===== src/rtl/mmio_irq_pkg.sv =====
package mmio_irq_pkg;

    localparam int BANK_W    = 32;
    localparam int NUM_BANKS = 2;
    localparam int SRC_W     = BANK_W * NUM_BANKS;
    localparam int SRC_IDX_W = $clog2(SRC_W);
    localparam int ADDR_W    = 6;

    typedef enum logic [1:0] {
        REG_EVENT  = 2'd0,
        REG_ENABLE = 2'd1,
        REG_ACK    = 2'd2,
        REG_LEVEL  = 2'd3
    } reg_sel_e;

    typedef enum logic {
        BUS_IDLE = 1'b0,
        BUS_RESP = 1'b1
    } bus_state_e;

    // bank 0 (low sources) decodes at 0x20, bank 1 (high sources) at 0x10
    function automatic logic [1:0] bank_code(input int b);
        return (b == 0) ? 2'b10 : 2'b01;
    endfunction

endpackage


===== src/rtl/irq_sync.sv =====
module irq_sync #(
    parameter int W      = 64,
    parameter int STAGES = 2
) (
    input  logic         clk,
    input  logic         rst_n,
    input  logic [W-1:0] d_i,
    output logic [W-1:0] q_o
);

    logic [W-1:0] stg [STAGES];

    always_ff @(posedge clk or negedge rst_n) begin
        if (!rst_n) begin
            for (int i = 0; i < STAGES; i++) stg[i] <= '0;
        end else begin
            stg[0] <= d_i;
            for (int i = 1; i < STAGES; i++) stg[i] <= stg[i-1];
        end
    end

    assign q_o = stg[STAGES-1];

endmodule


===== src/rtl/irq_bank.sv =====
module irq_bank #(
    parameter int           W          = 32,
    parameter logic [W-1:0] LEVEL_MASK = '0
) (
    input  logic         clk,
    input  logic         rst_n,
    input  logic [W-1:0] sync_i,
    input  logic         en_we_i,
    input  logic         ack_we_i,
    input  logic [W-1:0] wdata_i,
    output logic [W-1:0] event_o,
    output logic [W-1:0] enable_o,
    output logic [W-1:0] pend_o
);

    logic [W-1:0] prev_q;
    logic [W-1:0] event_q;
    logic [W-1:0] enable_q;
    logic [W-1:0] rise;
    logic [W-1:0] set_bits;
    logic [W-1:0] clr_bits;
    logic [W-1:0] event_d;

    always_comb begin
        rise     = sync_i & ~prev_q;
        set_bits = rise & enable_q & ~LEVEL_MASK;
        clr_bits = ack_we_i ? wdata_i : '0;
        event_d  = (event_q & ~clr_bits) | set_bits;
    end

    always_ff @(posedge clk or negedge rst_n) begin
        if (!rst_n) begin
            prev_q   <= '0;
            event_q  <= '0;
            enable_q <= '0;
        end else begin
            prev_q  <= sync_i;
            event_q <= event_d;
            if (en_we_i) enable_q <= wdata_i;
        end
    end

    assign event_o  = event_q;
    assign enable_o = enable_q;
    assign pend_o   = enable_q & (event_q | (sync_i & LEVEL_MASK));

endmodule


===== src/rtl/irq_prio.sv =====
module irq_prio #(
    parameter int N  = 64,
    parameter int IW = 6
) (
    input  logic [N-1:0]  pend_i,
    output logic          valid_o,
    output logic [IW-1:0] num_o
);

    always_comb begin
        num_o = '0;
        for (int i = 0; i < N; i++) begin
            if (pend_i[i]) num_o = i[IW-1:0];
        end
        valid_o = |pend_i;
    end

endmodule


===== src/rtl/mmio_irq_ctrl.sv =====
module mmio_irq_ctrl
    import mmio_irq_pkg::*;
#(
    parameter int                SYNC_STAGES   = 2,
    parameter logic [BANK_W-1:0] LO_LEVEL_MASK = 32'h1ff0_0000,
    parameter logic [BANK_W-1:0] HI_LEVEL_MASK = 32'h0000_0000
) (
    input  logic                 clk,
    input  logic                 rst_n,
    input  logic [SRC_W-1:0]     irq_src_i,
    input  logic                 bus_req_i,
    input  logic                 bus_wr_i,
    input  logic [ADDR_W-1:0]    bus_addr_i,
    input  logic [BANK_W-1:0]    bus_wdata_i,
    output logic [BANK_W-1:0]    bus_rdata_o,
    output logic                 bus_rvalid_o,
    output logic                 irq_o,
    output logic                 top_valid_o,
    output logic [SRC_IDX_W-1:0] top_num_o
);

    logic [SRC_W-1:0]  sync_all;
    logic [SRC_W-1:0]  pend_all;
    logic [SRC_W-1:0]  ev_all;
    logic [SRC_W-1:0]  en_all;
    logic [1:0]        addr_bank;
    reg_sel_e          addr_reg;
    logic              wr_acc;
    logic              rd_acc;

    assign addr_bank = bus_addr_i[5:4];
    assign addr_reg  = reg_sel_e'(bus_addr_i[3:2]);
    assign wr_acc    = bus_req_i &  bus_wr_i;
    assign rd_acc    = bus_req_i & ~bus_wr_i;

    irq_sync #(.W(SRC_W), .STAGES(SYNC_STAGES)) u_sync (
        .clk   (clk),
        .rst_n (rst_n),
        .d_i   (irq_src_i),
        .q_o   (sync_all)
    );

    for (genvar b = 0; b < NUM_BANKS; b++) begin : g_bank
        localparam logic [BANK_W-1:0] MASK = (b == 0) ? LO_LEVEL_MASK : HI_LEVEL_MASK;
        logic sel;
        assign sel = (addr_bank == bank_code(b));

        irq_bank #(.W(BANK_W), .LEVEL_MASK(MASK)) u_bank (
            .clk      (clk),
            .rst_n    (rst_n),
            .sync_i   (sync_all[b*BANK_W +: BANK_W]),
            .en_we_i  (wr_acc && sel && (addr_reg == REG_ENABLE)),
            .ack_we_i (wr_acc && sel && (addr_reg == REG_ACK)),
            .wdata_i  (bus_wdata_i),
            .event_o  (ev_all[b*BANK_W +: BANK_W]),
            .enable_o (en_all[b*BANK_W +: BANK_W]),
            .pend_o   (pend_all[b*BANK_W +: BANK_W])
        );
    end

    irq_prio #(.N(SRC_W), .IW(SRC_IDX_W)) u_prio (
        .pend_i  (pend_all),
        .valid_o (top_valid_o),
        .num_o   (top_num_o)
    );

    assign irq_o = |pend_all;

    // read mux
    logic [BANK_W-1:0] rd_mux;
    always_comb begin
        rd_mux = '0;
        for (int b = 0; b < NUM_BANKS; b++) begin
            if (addr_bank == bank_code(b)) begin
                unique case (addr_reg)
                    REG_EVENT:  rd_mux = ev_all[b*BANK_W +: BANK_W];
                    REG_ENABLE: rd_mux = en_all[b*BANK_W +: BANK_W];
                    REG_ACK:    rd_mux = '0;
                    REG_LEVEL:  rd_mux = sync_all[b*BANK_W +: BANK_W];
                endcase
            end
        end
    end

    // bus response state machine
    bus_state_e        state_q, state_d;
    logic [BANK_W-1:0] rdata_q;

    always_ff @(posedge clk or negedge rst_n) begin
        if (!rst_n) begin
            state_q <= BUS_IDLE;
            rdata_q <= '0;
        end else begin
            state_q <= state_d;
            if (rd_acc) rdata_q <= rd_mux;
        end
    end

    always_comb begin
        state_d = state_q;
        unique case (state_q)
            BUS_IDLE: state_d = rd_acc ? BUS_RESP : BUS_IDLE;  // go_resp
            BUS_RESP: state_d = rd_acc ? BUS_RESP : BUS_IDLE;  // go_idle
        endcase
    end

    always_comb begin
        bus_rvalid_o = (state_q == BUS_RESP);
        bus_rdata_o  = bus_rvalid_o ? rdata_q : '0;
    end

endmodule


===== config.mk =====
export PLATFORM = sky130hd
export DESIGN_NAME = mmio_irq_ctrl
export DESIGN_NICKNAME = d
export VERILOG_FILES = /design/src/rtl/mmio_irq_pkg.sv /design/src/rtl/irq_sync.sv /design/src/rtl/irq_bank.sv /design/src/rtl/irq_prio.sv /design/src/rtl/mmio_irq_ctrl.sv
export SDC_FILE = /design/constraint.sdc
export NUM_CORES = 1
export LEC_CHECK = 0
export CORE_MARGIN = 4
export CORE_UTILIZATION = 55
export CTS_CLUSTER_SIZE = 24
export DETAILED_ROUTE_END_ITERATION = 8
export DONT_BUFFER_PORTS = 1
export PLACE_DENSITY = 0.7
export SETUP_SLACK_MARGIN = 0.3
export SLEW_MARGIN = 20
export SYNTH_ARGS = -nofsm -noshare
export SYNTH_HDL_FRONTEND = slang
export SYNTH_HIERARCHICAL = 1
export SYNTH_SLANG_ARGS = --single-unit

===== constraint.sdc =====
create_clock -name clk -period 6.05 [get_ports clk]
set_input_delay 1.21 -clock clk [delete_from_list [all_inputs] [get_ports clk]]
set_output_delay 1.21 -clock clk [all_outputs]
set_load 0.01 [all_outputs]

==> results of run 1 <==
[kinds of logic after synthesis]
group	count (synthesis)	share of synthesized area (%)
flip-flops	344	57.4
AND/OR/NAND/NOR	330	11.4
AO/OA/AOI/OAI	215	12.5
buffers and inverters	180	7.43
multiplexers	128	11.3
[power by group]
group	internal (mW)	switching [mW]	leakage, nW	total [mW]
sequential	2.59	0.213	4.02	2.80
clock	1.43	0.885	0.624	2.31
combinational	0.513	0.512	2.32	1.02
total	4.53	1.61	6.97	6.14
[layer usage]
metal | vias to the layer above | track usage (%)
met4 | 0 | 5.59
met5 | - | 0
met3 | 62 | 5.64
met1 | 4647 | 31.4
li1 | 4072 | -
met2 | 256 | 35.1
[final timing paths]
kind | from | endpoint | cells past startpoint
setup / recovery | g_bank[1].u_bank/enable_o[26]$_DFFE_PN0P_ | top_num_o[0] | 6
hold / removal | u_sync/stg[77]$_DFF_PN0_ | u_sync/q_o[13]$_DFF_PN0_ | 0
setup reg to reg | u_sync/q_o[31]$_DFF_PN0_ | rdata_q[31]$_DFFE_PN0P_ | 4
hold reg to reg | u_sync/stg[77]$_DFF_PN0_ | u_sync/q_o[13]$_DFF_PN0_ | 0
max in group asynchronous | rst_n | u_sync/stg[123]$_DFF_PN0_ | 0
min in group asynchronous | rst_n | u_sync/stg[83]$_DFF_PN0_ | 0
[synthesized netlist by cell type, types with 7 or more instances]
cell        n  area [um^2]
and2_1     87          544
buf_6      10          113
nand4_1     7         43.8
mux2_4     66          991
a22o_1     64          561
a32o_1     51          510
nand2_1    71          267
nor4_1     28          175
nor3_1      8         40.0
dfrtp_1   344         8610
clkbuf_1   22         82.6
nor2_1     90          338
buf_4      66          495
a221oi_1   26          228
nor2b_1     7         43.8
a21boi_0   10         75.1
buf_2      14         70.1
inv_1      62          233
mux2_2     62          698
o21ai_0    12         60.1
o21a_1     10         75.1
[final cells by class]
type	instances	share of cell area (%)
flip-flops and latches	344	53.9
multi-input cells	673	33.5
clock buffers	53	6.82
well taps	341	2.67
inverters	62	1.46
clock inverters	13	1.16
repair buffers	10	0.470
[placed cells by master (no fill, tap or decap), drive strengths merged, types with 10 or more instances in the layout]
cell	count
a21boi	10
a221oi	32
a22o	64
a32o	51
and2	87
buf	10
clkbuf	53
dfrtp	344
inv	64
mux2	128
nand2	72
nor2	92
nor4	32
o21a	10
o21ai	12
[metrics by stage]
stage	worst slack, ns	instances
detailed placement	2.50	1430
floorplan	3.03	1197
global placement	2.49	1430
finish	1.96	1496
CTS	1.94	1496
global route	1.84	1496
[sequential cells by signal, summed over array words and instances, names as in the netlist]
name and cells:
g_bank.u_bank/enable_o 64, g_bank.u_bank/event_o 64, rdata_q 32, u_sync/stg 64, u_sync/q_o 64, g_bank.u_bank/prev_q 55
bus_rvalid_o 1
==> reports/qor.yml, run 1 <==
floorplanning:
  ioPinCount: 147
  placementRows: 60
  start_util_pct: 55.8
  die-area_um2: 30000
  die_h_um: 173
  core_um2: 26900
  dieWidth_um: 173
cells_and_area:
  layout-drive-gt1-share_pct: 19.0
  final_nets: 1234
  finish.instance_area_um2: 16000
  register_area_um2: 8610
  fill_cell_count: 2161
  postLayoutCoreUtil_pct: 59.4
  multiInputGateArea_um2: 5340
  syn_to_final_growth_pct: 6.40
  antenna-diode-count: 0
drt:
  firstDrtPassIters: 5
  post_route_drc_violation_count: 0
  wl_met1_um: 14800
  final_antenna_net_count: 0
  final_wirelength_um: 33600
  drt_iter0_drc: 862
  post_dr_wirelength_cell_um: 22.5
  total_vias_in_the_final_route: 9037
  topRoutingLayerUsed: "met4"
  wl_met3_um: 2230
  via_density: 6.04
  route.met2.wl_um: 15800
clock_tree:
  postCtsHoldBufs: 0
  clk_path_buf_depth: 3
  cts_htree_levels: 2
  cts.repair.resized: 0
  tritoncts: "built"
  cts-root-buf: "clkbuf_16"
  worst_skew_pair.late_latency_ns: 0.51
  tritoncts_num_sinks: 344
  post_cts_buffers: 0
  register_clock_pin_slew_on_the_reported_worst_setup_and_hold_paths_ns: 0.06
  cts_made_buffers: 37
synth:
  syn_inst: 1197
  yosysWarningCount: 6
  mappedNetlistArea_um2: 15000
  async_reset_ff_share_pct: 100
  mappedNetlistNets: 1303
  yosys_register_bits: 344
  synth.avg_cell_area_um2: 12.5
  synth-seq-area-share_pct: 57.4
  synth_flop_cell: "dfrtp_1"
  synth_edf_count: 0
  synth_cell_type_count: 53
pwr:
  vdd_drop_max_mv: 0.252
  power_density_nw_per_um2: 385
  power.leakage_nw: 6.97
  design_power_total_mw: 6.14
worst_setup_path:
  critPathBufInv: 0
  timing.setup.critical_path_class: "register to output pin"
  crit_path_end_kind: "output pin"
  crit_fanout: 7
  worst-r2r-setup-slack_ns: 4.52
  critical-path-top-delay-family: "compound AO/OA/AOI/OAI gates"
  worst_path_largest_cell_delay_ns: 0.65
  arrival_ns: 2.88
  critPathRequiredTime_ns: 4.84
  worstSetupStartpointType: "register"
  crit_chain: "and2_1 > nor4_1 > o21ai_0 > a2111oi_0 > nand3_1 > o211ai_1"
  slowest_cp_cell: "a2111oi_0"
sta:
  tightestPinTransition_ns: 0.843
  post-route-min-period_ns: 4.09
  final.setup.tns_ns: 0
  setup_repair_after_global_routing_missed_its_margin: "false"
  fin_worst_hold_slack_ns: 0.342
  timing.max_slew.rel_slack_pct: 43.7
  timing.clock.skew_ns: 0.0133
  finalHoldViolCount: 0
  fmax_mhz: 244
  final.period_utilization_pct: 67.7
  final_count_of_pins_violating_max_slew: 0
  setup_viol_count_final: 0
global_routing:
  grt_start_max_net_pins: 345
  grt_pass1_wl_um: 53400
  grt_antenna_before_repair: 0
  grtUsageTotal_pct: 22.3
  first_global_vias: 9317
  globalRoute.totalOverflow: 0
placed_design:
  post_dp_cell_area_um2: 14700
  dp.final_hpwl_um: 20900
  port-buffer-count: 0
  gp_congestion: 0.936
hold_path:
  min-delay-path-class: "register to register"
run:
  max-cap-violations: 0
status:
  outcome: "finished clean"
Power figures use the tool's default switching activity.
==> run 2, diff against run 1 <==
Clock period 6.05 ns to 3.9 ns, I/O delays scaled along.
==> run 2 against run 1 <==
Effect of this change: design area grew 0.48%; cell count grew 0.27%; first-iteration DRC count grew 5.8%; clock-buffer cell count grew 2; global-route usage grew 0.63 points; non-clock buffer count grew 4; utilization grew 0.28 points; total power grew 55%; register-to-register slack lost 2.1 ns; critical path type unchanged; largest power group unchanged.
==> reports/qor.yml, run 2 (same netlist as run 1, synthesis figures left out) <==
floorplanning:
  start_util_pct: 55.8
  core_um2: 26900
  placementRows: 60
  ioPinCount: 147
  die-area_um2: 30000
  dieWidth_um: 173
  die_h_um: 173
clock_tree:
  clk_path_buf_depth: 3
  worst_skew_pair.late_latency_ns: 0.52
  register_clock_pin_slew_on_the_reported_worst_setup_and_hold_paths_ns: 0.05
  post_cts_buffers: 0
  tritoncts_num_sinks: 344
  tritoncts: "built"
  cts_made_buffers: 37
  cts-root-buf: "clkbuf_16"
  cts_htree_levels: 2
sta:
  fin_worst_hold_slack_ns: 0.00193
  setup_viol_count_final: 0
  finalHoldViolCount: 0
  final_count_of_pins_violating_max_slew: 0
  timing.max_slew.rel_slack_pct: 37.4
  tightestPinTransition_ns: 0.937
  final.setup.tns_ns: 0
  timing.clock.skew_ns: 0.0136
  fmax_mhz: 287
  final.period_utilization_pct: 89.5
  setup_repair_after_global_routing_missed_its_margin: "true"
  post-route-min-period_ns: 3.49
hold_path:
  min-delay-path-class: "primary input to async pin"
drt:
  wl_met3_um: 2370
  topRoutingLayerUsed: "met4"
  total_vias_in_the_final_route: 9225
  drt_iter0_drc: 912
  wl_met1_um: 15000
  post_route_drc_violation_count: 0
  via_density: 6.15
  final_wirelength_um: 34600
  post_dr_wirelength_cell_um: 23.1
  final_antenna_net_count: 0
  route.met2.wl_um: 16400
  firstDrtPassIters: 5
pwr:
  power_density_nw_per_um2: 593
  design_power_total_mw: 9.51
  vdd_drop_max_mv: 0.381
  power.leakage_nw: 7.01
worst_setup_path:
  critPathRequiredTime_ns: 3.12
  arrival_ns: 2.71
  worst-r2r-setup-slack_ns: 2.40
  timing.critical_path.from: "g_bank[1].u_bank/enable_o[13]$_DFFE_PN0P_"
  crit-reg2reg-launch: "u_sync/q_o[29]$_DFF_PN0_"
  timing.setup.critical_path_class: "register to output pin"
  rr_endpoint: "rdata_q[29]$_DFFE_PN0P_"
  cells_on_worst_reg2reg_path: 4
  crit_path_end_kind: "output pin"
  worstSetupStartpointType: "register"
  crit_fanout: 4
global_routing:
  grt_start_max_net_pins: 345
  globalRoute.totalOverflow: 0
  grt_pass1_wl_um: 55100
  first_global_vias: 9591
  grtUsageTotal_pct: 22.9
  grt_antenna_before_repair: 0
cells_and_area:
  antenna-diode-count: 0
  syn_to_final_growth_pct: 6.91
  layout-drive-gt1-share_pct: 19.6
  layout.cells.most_common: "dfrtp_1"
  final_cell_mix: "dfrtp_1 (344), nor2_1 (90), and2_1 (87), nand2_1 (71), mux2_4 (66)"
  finish.instance_area_um2: 16000
  final_nets: 1238
  postLayoutCoreUtil_pct: 59.7
placed_design:
  dp.final_hpwl_um: 21400
  post_dp_cell_area_um2: 14700
  port-buffer-count: 0
  gp_congestion: 0.928
run:
  max-cap-violations: 0
status:
  outcome: "finished clean"
[run 2: where the power goes]
part / switching [mW] / leakage [nW] / total, mW / internal [mW]
clock network: 1.37 / 0.620 / 3.52 / 2.15
registers: 0.332 / 4.02 / 4.35 / 4.01
logic: 0.833 / 2.36 / 1.65 / 0.815
[run 2: layout make-up]
type	instances	area (um^2)
multi-input combinational	673	5360
clock inverter	11	115
tap	341	427
sequential	344	8610
timing repair buffer	14	150
fill	2092	10800
clock buffer	55	1140
inverter	62	233
[run 2: worst max path at each step]
stage                                                  end  depth (start not counted)
global route                                  top_num_o[0]                          7
floorplan           g_bank[1].u_bank/event_o[11]$_DFF_PN0_                          7
CTS                                           top_num_o[0]                          7
global placement                              top_num_o[0]                          7
finish                                        top_num_o[0]                          6
detailed placement                            top_num_o[0]                          7
[run 2: metal layers]
metal | global-route usage [%] | vias up
li1 | - | 4075
met1 | 32.3 | 4784
met2 | 36.5 | 305
met3 | 5.09 | 61
met4 | 5.99 | 0
met5 | 0 | -
[run 2: what timing repair did]
action | in CTS | in global routing
setup endpoints to repair | 1 | 2
gates resized for setup | 1 | 3
endpoints found under the hold margin | 344 | 114
cloned | 0 | 0
pin swaps | 0 | 0
[run 2: critical path, stage by stage, from the launching register on]
cell and delay (ns):
dfrtp_1 0.40, and2_1 0.24, nor3b_1 0.16, a2111oi_0 0.74
a211oi_1 0.20, nor3_1 0.22, o211ai_1 0.23
[run 2: per-stage QoR]
stage	setup WS, ns	std cells
finish	0.410	1500
global route	0.243	1500
CTS	0.340	1499
detailed placement	0.761	1433
global placement	0.787	1433
floorplan	1.31	1197
